**src/rtl/lpddr_ca_pkg.sv**
```systemverilog
package lpddr_ca_pkg;
  localparam int CA_W   = 10;
  localparam int BANK_W = 3;
  localparam int NUM_BANKS = 1 << BANK_W;
  localparam int ROW_W  = 15;
  localparam int COL_W  = 12;
  localparam int MR_W   = 8;
  localparam int TYPE_W = 4;

  typedef enum logic [TYPE_W-1:0] {
    CMD_NOP    = 4'd0,
    CMD_PRE    = 4'd1,
    CMD_BST    = 4'd2,
    CMD_RD     = 4'd3,
    CMD_WR     = 4'd4,
    CMD_ACT    = 4'd5,
    CMD_REF    = 4'd6,
    CMD_MRR    = 4'd7,
    CMD_MRW    = 4'd8,
    CMD_PREACT = 4'd9,
    CMD_ACTNV  = 4'd10,
    CMD_ILL    = 4'd15
  } cmd_e;

  typedef struct packed {
    logic              valid;
    cmd_e              kind;
    logic [BANK_W-1:0] bank;
    logic [ROW_W-1:0]  row;
    logic [COL_W-1:0]  col;
    logic [MR_W-1:0]   ma;
    logic [MR_W-1:0]   op;
    logic              ap;
    logic              ab;
  } dec_cmd_t;
endpackage

```
**src/rtl/lpddr_ca_capture.sv**
```systemverilog
module lpddr_ca_capture
  import lpddr_ca_pkg::*;
(
  input  logic            clk,
  input  logic            rst_n,
  input  logic            cs_i,
  input  logic [CA_W-1:0] ca_i,
  output logic            rise_cs_q,
  output logic [CA_W-1:0] rise_ca_q,
  output logic [CA_W-1:0] fall_ca_q
);
  // First half of the command: opcode, select and upper fields.
  always_ff @(posedge clk or negedge rst_n) begin
    if (!rst_n) begin
      rise_cs_q <= 1'b0;
      rise_ca_q <= '0;
    end else begin
      rise_cs_q <= cs_i;
      rise_ca_q <= ca_i;
    end
  end

  // Second half, taken mid-cycle; select plays no part here.
  always_ff @(negedge clk or negedge rst_n) begin
    if (!rst_n) fall_ca_q <= '0;
    else        fall_ca_q <= ca_i;
  end
endmodule

```
**src/rtl/lpddr_ca_refresh_ptr.sv**
```systemverilog
module lpddr_ca_refresh_ptr
  import lpddr_ca_pkg::*;
(
  input  logic              clk,
  input  logic              rst_n,
  input  logic              adv_i,
  output logic [BANK_W-1:0] ptr_o
);
  always_ff @(posedge clk or negedge rst_n) begin
    if (!rst_n)     ptr_o <= '0;
    else if (adv_i) ptr_o <= ptr_o + 1'b1;
  end

  assert_ptr_wrap_R9: assert property (@(posedge clk) disable iff (!rst_n)
    (adv_i && ptr_o == BANK_W'(NUM_BANKS-1)) |=> (ptr_o == '0));
endmodule

```
**src/rtl/lpddr_ca_field_decode.sv**
```systemverilog
module lpddr_ca_field_decode
  import lpddr_ca_pkg::*;
#(
  parameter bit NVM_VARIANT = 1'b0
) (
  input  logic              sel_i,
  input  logic [CA_W-1:0]   r_i,
  input  logic [CA_W-1:0]   f_i,
  input  logic [BANK_W-1:0] ptr_i,
  output dec_cmd_t          cmd_o,
  output logic              adv_o
);
  logic is_nop, is_pre_grp, is_bst, is_rw, is_act_grp, is_ref, is_mr;

  always_comb begin
    is_nop     = r_i[0] &  r_i[1] &  r_i[2];
    is_pre_grp = r_i[0] &  r_i[1] & ~r_i[2] &  r_i[3];
    is_bst     = r_i[0] &  r_i[1] & ~r_i[2] & ~r_i[3];
    is_rw      = r_i[0] & ~r_i[1];
    is_act_grp = ~r_i[0] &  r_i[1];
    is_ref     = ~r_i[0] & ~r_i[1] &  r_i[2];
    is_mr      = ~r_i[0] & ~r_i[1] & ~r_i[2];
  end

  // Variant-specific meaning of the precharge and activate groups.
  dec_cmd_t pre_grp, act_grp;
  generate
    if (NVM_VARIANT) begin : g_nvm
      always_comb begin
        pre_grp      = '0;
        pre_grp.kind = CMD_PREACT;
        pre_grp.bank = r_i[9:7];
        pre_grp.row  = ROW_W'({r_i[6:4], f_i});
        act_grp      = '0;
        act_grp.kind = CMD_ACTNV;
        act_grp.bank = r_i[9:7];
        act_grp.row  = {r_i[6:2], f_i};
      end
    end else begin : g_vol
      always_comb begin
        pre_grp      = '0;
        pre_grp.kind = CMD_PRE;
        pre_grp.ab   = r_i[4];
        pre_grp.bank = r_i[4] ? '0 : r_i[9:7];
        act_grp      = '0;
        act_grp.kind = CMD_ACT;
        act_grp.bank = r_i[9:7];
        act_grp.row  = {f_i[9:8], r_i[6:2], f_i[7:0]};
      end
    end
  endgenerate

  always_comb begin
    cmd_o = '0;
    adv_o = 1'b0;
    if (sel_i) begin
      if (is_nop) begin
        cmd_o.kind = CMD_NOP;
      end else if (is_pre_grp) begin
        cmd_o = pre_grp;
      end else if (is_bst) begin
        cmd_o.kind = CMD_BST;
      end else if (is_rw) begin
        if (r_i[3]) begin
          cmd_o.kind = CMD_ILL;
        end else begin
          cmd_o.kind = r_i[2] ? CMD_RD : CMD_WR;
          cmd_o.bank = r_i[9:7];
          cmd_o.ap   = f_i[0];
          cmd_o.col  = {f_i[9:1], r_i[5:4], 1'b0};
        end
      end else if (is_act_grp) begin
        cmd_o = act_grp;
      end else if (is_ref) begin
        cmd_o.kind = CMD_REF;
        if (r_i[3]) begin
          cmd_o.ab = 1'b1;
        end else begin
          cmd_o.bank = ptr_i;
          adv_o      = 1'b1;
        end
      end else if (is_mr) begin
        cmd_o.kind = r_i[3] ? CMD_MRR : CMD_MRW;
        cmd_o.ma   = {f_i[1:0], r_i[9:4]};
        if (!r_i[3]) cmd_o.op = f_i[9:2];
      end
      cmd_o.valid = 1'b1;
    end
  end
endmodule

```
**src/rtl/lpddr_ca_decoder.sv**
```systemverilog
module lpddr_ca_decoder
  import lpddr_ca_pkg::*;
#(
  parameter bit NVM_VARIANT = 1'b0
) (
  input  logic               clk,
  input  logic               rst_n,
  input  logic               cs_i,
  input  logic [CA_W-1:0]    ca_i,
  output logic               cmd_valid_o,
  output logic [TYPE_W-1:0]  cmd_type_o,
  output logic [BANK_W-1:0]  bank_o,
  output logic [ROW_W-1:0]   row_o,
  output logic [COL_W-1:0]   col_o,
  output logic [MR_W-1:0]    mr_addr_o,
  output logic [MR_W-1:0]    mr_data_o,
  output logic               auto_pre_o,
  output logic               all_banks_o
);
  logic              rise_cs;
  logic [CA_W-1:0]   rise_ca, fall_ca;
  logic [BANK_W-1:0] ptr_q;
  logic              adv;
  dec_cmd_t          dec, out_q;

  lpddr_ca_capture u_capture (
    .clk       (clk),
    .rst_n     (rst_n),
    .cs_i      (cs_i),
    .ca_i      (ca_i),
    .rise_cs_q (rise_cs),
    .rise_ca_q (rise_ca),
    .fall_ca_q (fall_ca)
  );

  lpddr_ca_field_decode #(.NVM_VARIANT(NVM_VARIANT)) u_decode (
    .sel_i (rise_cs),
    .r_i   (rise_ca),
    .f_i   (fall_ca),
    .ptr_i (ptr_q),
    .cmd_o (dec),
    .adv_o (adv)
  );

  lpddr_ca_refresh_ptr u_ptr (
    .clk   (clk),
    .rst_n (rst_n),
    .adv_i (adv),
    .ptr_o (ptr_q)
  );

  always_ff @(posedge clk or negedge rst_n) begin
    if (!rst_n) out_q <= '0;
    else        out_q <= dec;
  end

  assign cmd_valid_o = out_q.valid;
  assign cmd_type_o  = out_q.kind;
  assign bank_o      = out_q.bank;
  assign row_o       = out_q.row;
  assign col_o       = out_q.col;
  assign mr_addr_o   = out_q.ma;
  assign mr_data_o   = out_q.op;
  assign auto_pre_o  = out_q.ap;
  assign all_banks_o = out_q.ab;

  assert_unselected_quiet_R3: assert property (@(posedge clk) disable iff (!rst_n)
    !rise_cs |=> (!cmd_valid_o && cmd_type_o == CMD_NOP && bank_o == '0));

  assert_refpb_bank_R9: assert property (@(posedge clk) disable iff (!rst_n)
    (cmd_valid_o && cmd_type_o == CMD_REF && !all_banks_o) |->
      (bank_o == BANK_W'(ptr_q - 1'b1)));

  assert_ab_scope_R5: assert property (@(posedge clk) disable iff (!rst_n)
    all_banks_o |-> (cmd_type_o == CMD_PRE || cmd_type_o == CMD_REF));

  assert_ap_scope_R7: assert property (@(posedge clk) disable iff (!rst_n)
    auto_pre_o |-> (cmd_type_o == CMD_RD || cmd_type_o == CMD_WR));

  assert_illegal_ptr_R11: assert property (@(posedge clk) disable iff (!rst_n)
    (cmd_valid_o && cmd_type_o == CMD_ILL) |-> (ptr_q == $past(ptr_q)));
endmodule

```
**config.mk**
```make
export PLATFORM = sky130hd
export DESIGN_NAME = lpddr_ca_decoder
export DESIGN_NICKNAME = d
export VERILOG_FILES = /design/src/rtl/lpddr_ca_pkg.sv /design/src/rtl/lpddr_ca_capture.sv /design/src/rtl/lpddr_ca_refresh_ptr.sv /design/src/rtl/lpddr_ca_field_decode.sv /design/src/rtl/lpddr_ca_decoder.sv
export SDC_FILE = /design/constraint.sdc
export NUM_CORES = 1
export LEC_CHECK = 0
export ABC_CLOCK_PERIOD_IN_PS = 2340
export BUFFER_PORTS_ARGS = -buffer_cell sky130_fd_sc_hd__buf_2
export CAP_MARGIN = 20
export CORE_UTILIZATION = 55
export CTS_CLUSTER_SIZE = 12
export DETAILED_ROUTE_END_ITERATION = 8
export HOLD_SLACK_MARGIN = 0.03
export PLACE_DENSITY_LB_ADDON = 0.15
export RECOVER_POWER = 25
export REMOVE_ABC_BUFFERS = 1
export SETUP_SLACK_MARGIN = 0.2
export SYNTH_ARGS = -nofsm -noshare
export SYNTH_HDL_FRONTEND = slang
export SYNTH_HIERARCHICAL = 1
export SYNTH_SLANG_ARGS = --single-unit
```
**constraint.sdc**
```tcl
create_clock -name clk -period 2.34 [get_ports clk]
set_clock_uncertainty 0.15 [all_clocks]
set_input_delay 0.117 -clock clk [delete_from_list [all_inputs] [get_ports clk]]
set_output_delay 0.117 -clock clk [all_outputs]
set_load 0.02 [all_outputs]
```
After elaboration in Yosys (flattened, before gate mapping)
Cells that the tools add are included.
- flip-flop bits (word level): 77
- input port bits: 13
- output and inout port bits: 53
- word-level logic and storage cells: 68
- $add $sub $neg: 1
- mux-type cells: 40
- bitwise gates (word level): 14
- operators with widths (kind ; number):
    two-way mux 48 bit ; 2
    two-way mux 16 bit ; 4
    two-way mux 53 bit ; 1
    two-way mux 52 bit ; 1
    two-way mux 27 bit ; 1
    two-way mux 12 bit ; 2
    two-way mux 4 bit ; 6
    two-way mux 15 bit ; 1
    two-way mux 3 bit ; 5
    two-way mux 1 bit ; 14
    two-way mux 7 bit ; 2
    bitwise AND 1 bit ; 10
    two-way mux 8 bit ; 1
    inverter 1 bit ; 4
    adder 3 x 1 -> 3 bit (second input constant) ; 1

Logic depth before layout (Yosys ltp)
Gate-level depths: netlist of the first run.
- depth in word-level cells: 11
- mapped depth: 5
- gate-level depth less buffers: 4

Cells and area by module
The synthesis of the first run kept the hierarchy.
- by module, submodules not included (module ; times used ; cells each ; area each (sq um)):
    lpddr_ca_decoder ; 1 ; 53 ; 1326.3
    lpddr_ca_field_decode ; 1 ; 99 ; 595.6
    lpddr_ca_capture ; 1 ; 21 ; 525.5
    lpddr_ca_refresh_ptr ; 1 ; 8 ; 123.9

==> results of run 1 <==
==> worst max-delay path by stage <==
| stage | startpoint | endpoint | slack (ps) | cells past startpoint |
|---|---|---|---|---|
| after global placement | u_capture/fall_ca_q[9] | col_o[11] | 390 | 1 |
| after detailed placement | u_capture/fall_ca_q[9] | col_o[11] | 380 | 1 |
| after floorplan | u_capture/fall_ca_q[9] | col_o[11] | 400 | 1 |
| final | u_capture/rise_cs_q | u_ptr/ptr_o[1] | 320 | 3 |
| after CTS | u_capture/fall_ca_q[4] | row_o[4] | 380 | 1 |
| after global routing | u_capture/rise_cs_q | col_o[1] | 160 | 3 |
==> flip-flops by register name, indices dropped and copies added (netlist names) <==
signal / count
all_banks_o: 1
auto_pre_o: 1
bank_o: 3
cmd_type_o: 4
cmd_valid_o: 1
col_o: 12
mr_addr_o: 8
mr_data_o: 8
row_o: 15
u_capture/fall_ca_q: 10
u_capture/rise_ca_q: 10
u_capture/rise_cs_q: 1
u_ptr/ptr_o: 3
==> final cells by class <==
cell class / instances / area share (%)
flip-flops and latches: 77 / 59.3
multi-input cells: 93 / 18.1
repair buffers: 81 / 13.9
clock buffers: 10 / 3.93
clock inverters: 6 / 2.66
well taps: 52 / 2.00
inverters: 1 / 0.116
==> power by group through the flow <==
stage                     sequential (mW)  clock, mW  combinational, mW
after floorplan                      1.49          0             0.0747
after global placement               1.47          0              0.186
after detailed placement             1.47          0              0.192
after CTS                            1.44       1.08              0.208
after global routing                 1.45       1.13              0.225
final                                1.44       1.06              0.200
==> per-stage QoR <==
stage          total power [mW]  hold WS [ps]  setup slack (ps)
6_report                   2.70          98.6               316
5_1_grt                    2.81           125               163
4_1_cts                    2.73           102               375
3_5_place_dp               1.66         -72.3               377
3_3_place_gp               1.65         -75.8               394
2_1_floorplan              1.57          -329               403
==> logic make-up (layout without fill, tap and decap cells) <==
logic type	after synthesis	after routing
muxes	2	2
other	1	1
xor gates and xnor gates	2	2
buffers and inverters	11	98
and+or+nand+nor	74	74
AOI/OAI and AO/OA	13	13
adders and majority gates	1	1
DFF	77	77
==> synth_stat cells <==
cell type   n  area (µm²)
a211oi_1    2        15.0
a21o_1      2        15.0
a21oi_1     5        25.0
a31oi_1     1        6.26
and2_1     27         169
and2b_1     1        7.51
and3_1     18         113
and3b_1     1        8.76
and4_1      1        8.76
buf_2       2        10.0
buf_4       3        22.5
clkbuf_1    4        15.0
clkbuf_2    1        5.00
conb_1      1        3.75
dfrtn_1    10         250
dfrtp_1    67        1680
ha_1        1        12.5
inv_1       1        3.75
mux2_4      1        15.0
mux2i_1     1        10.0
nand2_1    10        37.5
nand3_1     2        10.0
nor2_1      4        15.0
nor2_2      1        6.26
nor2b_1     2        12.5
nor3_1      2        10.0
nor3_4      1        16.3
nor3b_1     1        7.51
nor4b_1     1        8.76
o21ai_0     1        5.00
o22ai_1     1        6.26
o31a_1      1        8.76
or3_1       1        6.26
or3b_4      1        11.3
xnor2_1     1        8.76
xor2_1      1        8.76
==> layer usage <==
metal  vias to the layer above  global-route usage (%)  part of all wire, %
met4                         0                    9.33                  1.3
li1                        761                       -                    -
met3                         5                    6.06                  5.3
met2                        53                    31.0                   49
met1                       774                    27.0                   44
met5                         -                       0                    0
==> worst max-delay path, stage by stage, from the launching register on <==
cell      delay, ps
dfrtp_1         360
clkbuf_1        730
and3_1          360
mux2_4          310
==> timing repair <==
item	4_1_cts	5_1_grt
hold buffers	12	0
gates resized for setup	0	0
hold endpoints to repair	44	0
setup buffers	0	0
==> metrics.txt, run 1 <==
R2R Path Start u_capture/rise_cs_q; TritonCTS clock tree done; chip width 70.4 µm; worst hold path class input port to async pin; outcome completed; fraction of the mapped netlist area in simple logic gates between 15 and 20%; initial core utilization 58.2%; combinational family with the most area after synthesis simple AND/OR/NAND/NOR gates; Power Internal around 2.1 mW; Adder-Cell Fraction of Synth Area less than 1%; H-tree levels 3; first-pass GRT wire length 7390 µm; Placed Cells 292; Worst EP arrival 2100 ps; r2r setup slk 320 ps; Clock transition at path regs 80 ps; fin crit share 86.5%; Yosys cell types 36; mux contribution to synthesized area 0.973%; Peak supply drop ~730 µV; Compound-Gate Fraction of Synth Area approximately 3.2%; Worst slew margin between 30% and 40%; die height 70.4 µm; per-cell routed wire length 14.3 µm; port buffer count 65; vias between 1500 and 2000; Critical Path Sink Type flop; total track usage between 20% and 30%; ratio of cells with drive above 1 in the final layout 26.1%; clock latency on the worst-skew pair roughly 330 ps; sequential power share 53.4%; R2R cell count 3; crit path launch type flop; min Tclk post-route 2020 ps; clk root buf clkbuf_8; Synth Cell Area around 2600 µm²; setup TNS 0 ps; xor and xnor area share after synthesis 0.681%; post-placement cell area 2940 µm²; final core occ between 70% and 80%; worst-path fanout max 27; Sw Ratio between 20% and 30%; crit path kind flop to flop; post-route design area 3250 µm²; Multi-input gate area between 500 and 600 µm²; CP required 2410 ps; starting DRC count in detailed routing 131; RSZ-0062 raised after global routing no; register bit count reported by yosys a little under 80; diode count 0; clk sink count 77; Clk pwr share 39.2%; Placer Congestion around 0.8; Die Area 4950 µm²; Worst Max-Slew Pin Slew slightly below 1000 ps; global route total overflow 0; CTS Buf Count 9; WL final 4560 µm; Synth Instances approximately 180; CORE AREA roughly 4400 µm²; worst r2r dst u_ptr/ptr_o[1]; maximum root-to-sink buffer count 2; area grow syn2layout 26.3%; Max Clock Freq 0.494 GHz; drt first pass iters 5; largest net degree at the start of global routing 35; number of global-route vias before repair 1536; final-report max-slew violation count 0; non-filler instance count after layout between 300 and 400; antenna violations before repair 0; commonest cells after routing, fill and taps aside 67 x dfrtp_1, 48 x buf_2, 27 x and2_1, 19 x clkbuf_1, 18 x and3_1; Fillers about 310; drt via density between 4 and 5; Fin. Hold Viols 0; register area 1930 µm²; Final nets 277; Psw 0.621 mW; register area share after synthesis 74.9%; leak pwr 1.77 nW; io pins 66; YS warnings 6; combinational fraction of design power 7.4%; most common cell after layout, fill and taps aside dfrtp_1; PD cells 832 nW/µm²; antenna viol nets, final 0; Synth Area per Inst approximately 14 µm²; Setup-failing EPs final 0; drt drc 0; Max Cap Violations 0; FP Rows 24; hpwl dp slightly below 3000 µm
(Power assumes the default switching activity.)
==> run 2, diff against run 1 <==
- MAX_ROUTING_LAYER: not set -> met4
==> metrics.txt, run 2 (synthesized netlist as in run 1, its figures left out) <==
outcome completed; RSZ-0062 raised after global routing no; die height between 70 and 80 µm; diode count 0; critical path's top delay family buffers and inverters; CTS resizes 0; clock latency on the worst-skew pair 330 ps; Die Area 4950 µm²; io pins 66; R2R Path Start u_capture/rise_cs_q; CTS Buf Count 9; final-report max-slew violation count 0; CORE AREA 4410 µm²; slowest stage delay, CP 730 ps; crit path kind flop to flop; Worst slew margin 35.1%; worst r2r dst u_ptr/ptr_o[1]; initial core utilization 58.2%; antenna viol nets, final 0; Critical Path Sink Type flop; met2 routed WL 2270 µm; drt via density 4.97; worst-path fanout max 27; H-tree levels 3; Max Clock Freq 0.494 GHz; PD cells 831 nW/µm²; antenna violations before repair 0; starting DRC count in detailed routing 90; met1 WL 2010 µm; fin crit share between 80% and 90%; max reg flops 15; Max Cap Violations 0; crit path launch type flop; CP max-delay cell clkbuf_1; r2r setup slk 320 ps; total track usage 20.9%; FP Rows 24; Clock transition at path regs 80 ps; leak pwr 1.77 nW; met3 WL 237 µm; area grow syn2layout 26.3%; drt first pass iters 4; first-pass GRT wire length 7400 µm; Peak supply drop 729 µV; number of cells on the critical path 3; chip width 70.4 µm; port buffer count 65; Worst Max-Slew Pin Slew 973 ps; most common cell after layout, fill and taps aside dfrtp_1; CP bufs+invs 1; worst-path cell chain clkbuf_1 -> and3_1 -> mux2_4; clk root buf clkbuf_8; number of global-route vias before repair 1528; WL final between 4000 and 5000 µm; TritonCTS clock tree done; final core occ 73.6%; setup TNS 0 ps; R2R cell count 3; CP required between 2000 and 2500 ps; ratio of cells with drive above 1 in the final layout 26.1%; global route total overflow 0; max layer used met4; Setup-failing EPs final 0; largest net degree at the start of global routing 35; maximum root-to-sink buffer count 2; Worst EP arrival 2100 ps; worst hold path class input port to async pin; clk sink count 77; hpwl dp 2920 µm; vias 1591; min Tclk post-route roughly 2000 ps; Fin. Hold Viols 0; per-cell routed wire length 14.3 µm; Final nets 277; Placer Congestion 0.800; commonest cells after routing, fill and taps aside 67 x dfrtp_1, 48 x buf_2, 27 x and2_1, 19 x clkbuf_1, 18 x and3_1; drt drc 0
run 2: timing repair:
action | 4_1_cts | 5_1_grt
endpoints found under the hold margin | 44 | 0
setup buffers | 0 | 0
hold buffers | 12 | 0
run 2: routing by layer:
metal  up-vias  GRT usage [%]
li1        761              -
met1       773           27.1
met2        51           30.9
met3         6           6.06
met4         0           9.33
met5         -              -
run 2: power breakdown:
group          internal (mW)  switching (mW)
combinational         0.0855           0.114
sequential              1.39          0.0476
clock                  0.601           0.457
run 2: how the worst max path moves through the flow:
stage | startpoint | slack, ps | endpoint
finish | u_capture/rise_cs_q | 320 | u_ptr/ptr_o[1]
global route | u_capture/rise_cs_q | 160 | col_o[1]
CTS | u_capture/fall_ca_q[4] | 380 | row_o[4]
detailed placement | u_capture/fall_ca_q[9] | 380 | col_o[11]
global placement | u_capture/fall_ca_q[9] | 390 | col_o[11]
floorplan | u_capture/fall_ca_q[9] | 400 | col_o[11]
run 2: final cells by class:
| class | instances | area [µm²] |
|---|---|---|
| fillers | 312 | 1170 |
| inverters | 1 | 3.75 |
| multi-input cells | 93 | 588 |
| clock buffers | 10 | 128 |
| clock inverters | 6 | 86.3 |
| flip-flops and latches | 77 | 1930 |
| well taps | 52 | 65.1 |
| repair buffers | 81 | 450 |
run 2: through the flow:
step                      cells  hold slack, ps  setup slack (ps)  power [mW]  cell area [µm²]
after floorplan             171            -329               403        1.57             2520
after global placement      292           -75.8               394        1.65             2940
after detailed placement    292           -72.3               377        1.66             2940
after CTS                   320             102               375        2.73             3280
after global routing        320             124               163        2.81             3250
final                       320            99.9               317        2.70             3250
